<file path="config.mk">
export PLATFORM = sky130hd
export DESIGN_NAME = gpio_bank
export DESIGN_NICKNAME = d
export VERILOG_FILES = /design/src/rtl/gpio_bank_pkg.sv /design/src/rtl/gpio_in_sync.sv /design/src/rtl/gpio_irq_detect.sv /design/src/rtl/gpio_bank.sv
export SDC_FILE = /design/constraint.sdc
export NUM_CORES = 1
export LEC_CHECK = 0
export ABC_AREA = 1
export BUFFER_PORTS_ARGS = -buffer_cell sky130_fd_sc_hd__buf_2
export CORE_ASPECT_RATIO = 1.5
export CORE_MARGIN = 5
export CORE_UTILIZATION = 55
export CTS_CLUSTER_DIAMETER = 120
export CTS_CLUSTER_SIZE = 24
export DETAILED_ROUTE_END_ITERATION = 10
export PLACE_DENSITY_LB_ADDON = 0.12
export SLEW_MARGIN = 5
export SYNTH_ARGS = -nofsm -noshare
export SYNTH_HDL_FRONTEND = slang
export SYNTH_HIERARCHICAL = 1
export SYNTH_SLANG_ARGS = --single-unit
</file>
<file path="constraint.sdc">
create_clock -name clk -period 3.9 [get_ports clk]
set_clock_uncertainty 0.15 [all_clocks]
set_input_delay 0.78 -clock clk [delete_from_list [all_inputs] [get_ports clk]]
set_output_delay 0.78 -clock clk [all_outputs]
set_load 0.1 [all_outputs]
</file>
<file path="src/rtl/gpio_bank_pkg.sv">
package gpio_bank_pkg;
    localparam int MAX_PINS = 16;
    localparam int ADDR_W   = 6;

    typedef enum logic [3:0] {
        REG_DIR   = 4'd0,
        REG_DOUT  = 4'd1,
        REG_DIN   = 4'd2,
        REG_POL   = 4'd3,
        REG_TYPE  = 4'd4,
        REG_IEN   = 4'd5,
        REG_STAT  = 4'd6,
        REG_OWN   = 4'd7,
        REG_PULL  = 4'd8
    } reg_idx_e;
endpackage

</file>
<file path="src/rtl/gpio_in_sync.sv">
module gpio_in_sync #(
    parameter int W = 16
) (
    input  logic         clk,
    input  logic         rst_n,
    input  logic [W-1:0] raw,
    output logic [W-1:0] lvl,
    output logic [W-1:0] lvl_prev
);
    logic [W-1:0] stage1_q, stage2_q, prev_q;

    always_ff @(posedge clk or negedge rst_n) begin
        if (!rst_n) begin
            stage1_q <= '0;
            stage2_q <= '0;
            prev_q   <= '0;
        end else begin
            stage1_q <= raw;
            stage2_q <= stage1_q;
            prev_q   <= stage2_q;
        end
    end

    assign lvl      = stage2_q;
    assign lvl_prev = prev_q;
endmodule

</file>
<file path="src/rtl/gpio_irq_detect.sv">
module gpio_irq_detect #(
    parameter int W = 16
) (
    input  logic         clk,
    input  logic         rst_n,
    input  logic [W-1:0] lvl,
    input  logic [W-1:0] lvl_prev,
    input  logic [W-1:0] pol,
    input  logic [W-1:0] edge_mode,
    input  logic [W-1:0] clr_mask,
    output logic [W-1:0] stat
);
    logic [W-1:0] hit;
    logic [W-1:0] stat_q;

    for (genvar g = 0; g < W; g++) begin : g_pin
        logic rise, fall, lvl_act;
        assign rise    = lvl[g] & ~lvl_prev[g];
        assign fall    = ~lvl[g] & lvl_prev[g];
        assign lvl_act = pol[g] ? lvl[g] : ~lvl[g];
        assign hit[g]  = edge_mode[g] ? (pol[g] ? rise : fall) : lvl_act;
    end

    // a trigger in the same clock as a clear keeps the bit set
    always_ff @(posedge clk or negedge rst_n) begin
        if (!rst_n) stat_q <= '0;
        else        stat_q <= (stat_q & ~clr_mask) | hit;
    end

    assign stat = stat_q;
endmodule

</file>
<file path="src/rtl/gpio_bank.sv">
module gpio_bank
    import gpio_bank_pkg::*;
#(
    parameter int PINS = 16
) (
    input  logic            clk,
    input  logic            rst_n,
    input  logic            bus_wr_en,
    input  logic [5:0]      bus_addr,
    input  logic [31:0]     bus_wdata,
    output logic [31:0]     bus_rdata,
    input  logic [PINS-1:0] pin_in,
    output logic [PINS-1:0] pin_out,
    output logic [PINS-1:0] pin_oe,
    output logic [PINS-1:0] pin_pullup,
    input  logic [PINS-1:0] alt_out,
    input  logic [PINS-1:0] alt_oe,
    output logic            irq
);
    localparam int MASK_LSB = 16;

    logic [3:0]      idx;
    logic [PINS-1:0] wr_mask, wr_val;
    logic [PINS-1:0] dir_q, dout_q, pol_q, type_q, ien_q, own_q, pull_q;
    logic [PINS-1:0] stat_q, lvl, lvl_prev, clr_mask;
    logic [PINS-1:0] rd_word;

    assign idx     = bus_addr[5:2];
    assign wr_mask = bus_wdata[MASK_LSB +: PINS];
    assign wr_val  = bus_wdata[PINS-1:0];

    function automatic logic [PINS-1:0] merge(input logic [PINS-1:0] old_v);
        return (old_v & ~wr_mask) | (wr_val & wr_mask);
    endfunction

    always_ff @(posedge clk or negedge rst_n) begin
        if (!rst_n) begin
            dir_q  <= '0;
            dout_q <= '0;
            pol_q  <= '0;
            type_q <= '0;
            ien_q  <= '0;
            own_q  <= '1;
            pull_q <= '0;
        end else if (bus_wr_en) begin
            case (idx)
                REG_DIR:  dir_q  <= merge(dir_q);
                REG_DOUT: dout_q <= merge(dout_q);
                REG_POL:  pol_q  <= merge(pol_q);
                REG_TYPE: type_q <= merge(type_q);
                REG_IEN:  ien_q  <= merge(ien_q);
                REG_OWN:  own_q  <= merge(own_q);
                REG_PULL: pull_q <= merge(pull_q);
                default:  ;
            endcase
        end
    end

    assign clr_mask = (bus_wr_en && idx == REG_STAT) ? (wr_mask & ~wr_val) : '0;

    gpio_in_sync #(.W(PINS)) u_sync (
        .clk      (clk),
        .rst_n    (rst_n),
        .raw      (pin_in),
        .lvl      (lvl),
        .lvl_prev (lvl_prev)
    );

    gpio_irq_detect #(.W(PINS)) u_detect (
        .clk       (clk),
        .rst_n     (rst_n),
        .lvl       (lvl),
        .lvl_prev  (lvl_prev),
        .pol       (pol_q),
        .edge_mode (type_q),
        .clr_mask  (clr_mask),
        .stat      (stat_q)
    );

    always_comb begin
        case (idx)
            REG_DIR:  rd_word = dir_q;
            REG_DOUT: rd_word = dout_q;
            REG_DIN:  rd_word = lvl;
            REG_POL:  rd_word = pol_q;
            REG_TYPE: rd_word = type_q;
            REG_IEN:  rd_word = ien_q;
            REG_STAT: rd_word = stat_q;
            REG_OWN:  rd_word = own_q;
            REG_PULL: rd_word = pull_q;
            default:  rd_word = '0;
        endcase
    end
    assign bus_rdata = 32'(rd_word);

    for (genvar g = 0; g < PINS; g++) begin : g_pad
        assign pin_out[g] = own_q[g] ? dout_q[g] : alt_out[g];
        assign pin_oe[g]  = own_q[g] ? dir_q[g]  : alt_oe[g];
    end

    assign pin_pullup = pull_q;
    assign irq        = |(stat_q & ien_q & ~dir_q);
endmodule

</file>
Word-level counts from Yosys, hierarchy flattened --
Index checks and enable logic that the tools add are counted.
Cells by class: $lt $le $gt $ge 0, reductions and logical operators 10, divide/modulo/power cells 0, equality and inequality tests 8, multipliers 0, add/subtract/negate cells 0, muxes and demuxes 82, bitwise gates (word level) 88, shift operators 0
Operators with widths (number):
- 16-bit AND | 12
- 16-bit one-hot mux with 9 select lines | 1
- 16-bit OR | 8
- 1-bit 2-to-1 mux | 80
- 16-bit NOT | 4
- 1-bit AND | 32
- 1-bit NOT | 32
- 4-bit by 3-bit equality test with 1-bit output, second input constant | 4
- 16-bit 2-to-1 mux | 1
- 16-bit OR reduction | 1
- 2-bit AND reduction | 7
- 4-bit by 2-bit equality test with 1-bit output, second input constant | 2
- 4-bit by 1-bit equality test with 1-bit output, second input constant | 1
- 4-bit equality test, second input constant | 1
- 4-bit logical NOT | 1
- 1-bit logical AND | 1
Storage, ports and cells: logic and storage cells 199, bits in read-only memories 0, flip-flop bits (word level) 176, output and inout bits 81, bits in writable memories 0, input port bits 89, memories 0, latch bits 0

Logic depth before layout (Yosys ltp) --
depth after elaboration 6, depth in mapped cells 9, gate-level depth less buffers 7

Modules after synthesis --
Netlist, hierarchy kept.
Modules (own cells, without submodules):
- gpio_bank | area an instance 6602.6 um^2, times used 1, cells an instance 936, sequential area each 2822.7 um^2
- gpio_in_sync | area an instance 1201.2 um^2, times used 1, cells an instance 48, sequential area each 1201.2 um^2
- gpio_irq_detect | area an instance 1061.0 um^2, times used 1, cells an instance 160, sequential area each 400.4 um^2

Least setup slack after synthesis --
Ideal clock, no wire load.
path type input to output, start point in bus_addr[5], end point out bus_rdata[0], slack 0.688 ns, arrival 2.282 ns, required time 2.970 ns, stages 7, buffers on the path 2, path through nor2_2 buf_2 buf_2 nand3_1 nand2_1 nor2_1 nand3_1
Between the ends: longest elaborated chain between the ends 2, elaborated cells between the ends (all ways) 10, classes of those cells eq/ne (8); mux (1); reduce/logical (1)
Ends and longest elaborated chain:
- start, declared | line gpio_bank.sv:9 | input logic [5:0] bus_addr,
- 4-bit equality test, or another cell as far along | line gpio_bank.sv:81 | case (idx)
- 16-bit one-hot mux with 9 select lines (*) | line gpio_bank.sv:81
- end, declared | line gpio_bank.sv:11 | output logic [31:0] bus_rdata,
Every way passes the cells marked *; elsewhere a longest branch is shown, timed or not.

Worst setup path after layout --
start point in bus_addr[4], end point out bus_rdata[2]
Same word-level chain as after synthesis.

==> reports/qor.txt <==
Max_slew headroom = 55.0%
Final setup margin = 764 ps
Crit Path Max Fanout = 28
P_leak = 5.13 nW
Clock transition at path regs = 70 ps
Core Area = 0.0160 mm2
Tot Pwr = 5.90 mW
Post-synthesis sequential area ratio = 49.9%
Mapped cell area = 0.00886 mm2
Antenna cells = 0
First-pass GRT wire length = 40300 um
Postcts setup bufs = 0
Worst stage delay on the critical path = 420 ps
Remaining antenna violation count after routing = 0
Hold Buf Count CTS = 0
Wirelength per Cell = 16.8 um
Post-Synthesis Cells = 1144
Std cell rows = 57
Setup CP Type = input pin to output pin
Fin util = 66.3%
Top Ports = 170
Die Wd = 114 um
I/O Buffers = 151
Vias per cell = 5.48
Cts repair resizes = 0
Crit path DAT = 2210 ps
Initial Utilization = 55.2%
Max clock buf depth = 2
CTS Buf Count = 17
Initial antenna violation count = 1
Peak supply drop = 0.394 mV
Place WS = 769 ps
GRT overflow = 0
Worst reg2reg path depth = 2
Root buffer cell = clkbuf_16
First-pass detailed-route iteration total = 5
Die span in y = 165 um
Hold Crit Class = input pin to async pin
Placed Instances = 1470
Period utilisation layout = 80.4%
Placed cell area = 0.0100 mm2
Post-synth cell types = 20
Area grow syn2layout = 20.0%
Most frequent cells in the layout = nand2_1, nand3_1, dfrtp_1, buf_2, nor2_1
Clk sinks = 176
Routed WL = 25200 um
Final worst path period need = 3140 ps
Hold_ws = 139 ps
WP data required = 2970 ps
Remaining DRCs = 0
#FFs+latches synth = 176
F_max = 0.319 GHz
TritonCTS clock tree = built
DP Wirelength = 16600 um
Largest net degree at the start of global routing = 73
Setup TNS = 0 ps
Final hold viol count = 0
Worst reg2reg setup slack = 2950 ps
CP Capture Type = output pin
Total GRT Usage = 27.5%
Mean Syn Cell Area = 7.75 um2
Htree depth = 4
Worst slew pin tran = 674 ps
Power Density = 554 mW/mm2
Share of layout cells above drive strength 1 = 20.9%
CP Cell Sequence = buf_2 > inv_1 > nor2_4 > buf_4 > nand3_1 > nand2_1 > nor2_1 > nand2_1 > buf_2
Critical Path Source Type = input pin
Syn. warnings = 6
Vias in the first global route = 7882
Number of DRC markers in iteration 0 = 599
Nets = 1372
Via count = 8227
Max-cap violation count = 0
Worst skew pair latency = 440 ps
Slew Limit Fails = 0
Final std cells w/o fill = 1502
Final RePlAce weighted congestion = 0.837
Die Area = 0.0188 mm2
Setup-failing EPs final = 0
RSZ-0062 raised after global routing = no
Status = complete, no violations
Slowest CP cell = buf_2
Post-layout instance area = 0.0106 mm2
Commonest non-fill, non-tap cell in the layout = nand2_1
[critical path, delay by kind of cell]
kind / cells / cell delay [ps]
buf+inv: 4 / 970
simple gates: 5 / 460
[how the worst max path moves through the flow]
stage / slack (ps) / to / startpoint / depth (start not counted)
3_5_place_dp: 770 / bus_rdata[2] / bus_addr[4] / 9
3_3_place_gp: 800 / bus_rdata[8] / bus_addr[2] / 9
5_1_grt: 650 / bus_rdata[2] / bus_addr[4] / 9
4_1_cts: 760 / bus_rdata[2] / bus_addr[4] / 9
6_report: 760 / bus_rdata[2] / bus_addr[4] / 9
2_1_floorplan: 690 / bus_rdata[0] / bus_addr[5] / 7
[layer usage]
layer / vias to the layer above / global-route usage [%] / routed length [um]
li1: 3956 / - / -
met1: 3847 / 34.9 / 9600
met2: 372 / 46.7 / 12800
met3: 50 / 5.18 / 2150
met4: 2 / 10.7 / 678
met5: - / 0 / 7
[logic make-up (layout without fill, tap and decap cells)]
family	count (synthesis)	after routing	synth area share, %
AND/OR/NAND/NOR	693	693	33.8
flip-flops	176	176	49.9
buffers and inverters	132	269	6.86
AO/OA/AOI/OAI	122	122	6.89
multiplexers	20	20	2.54
other	1	16	0.0423
[synth_stat cells]
| cell type | instances | area share [%] |
|---|---|---|
| inv_1 | 64 | 2.7 |
| nand4_1 | 2 | 0.14 |
| o21ai_1 | 53 | 3.0 |
| nand3_1 | 172 | 9.7 |
| mux2_2 | 20 | 2.5 |
| buf_2 | 24 | 1.4 |
| dfstp_2 | 16 | 4.7 |
| buf_4 | 22 | 1.9 |
| nor2_4 | 7 | 0.89 |
| conb_1 | 1 | 0.042 |
| a21oi_1 | 10 | 0.56 |
| buf_1 | 3 | 0.13 |
| o21ai_0 | 59 | 3.3 |
| nand2_1 | 403 | 17 |
| nor2_2 | 5 | 0.35 |
| nand3_2 | 17 | 1.9 |
| dfrtp_1 | 160 | 45 |
| nor2_1 | 87 | 3.7 |
| inv_2 | 2 | 0.085 |
| clkbuf_1 | 17 | 0.72 |
[where the power goes]
part           internal [mW]  switching (mW)  leakage, nW  total, mW
Sequential              2.09           0.241         2.11       2.33
Combinational          0.398            1.35         2.72       1.75
Clock                   1.03           0.782        0.305       1.81
[final cells by class]
class,instances,area (um2)
multi-input cells,851,3900
flip-flops and latches,176,4420
repair buffers,171,1190
fillers,1409,5410
clock inverters,15,198
clock buffers,17,425
inverters,66,248
well taps,206,258
Note: power is estimated with default switching activity, not from simulation.
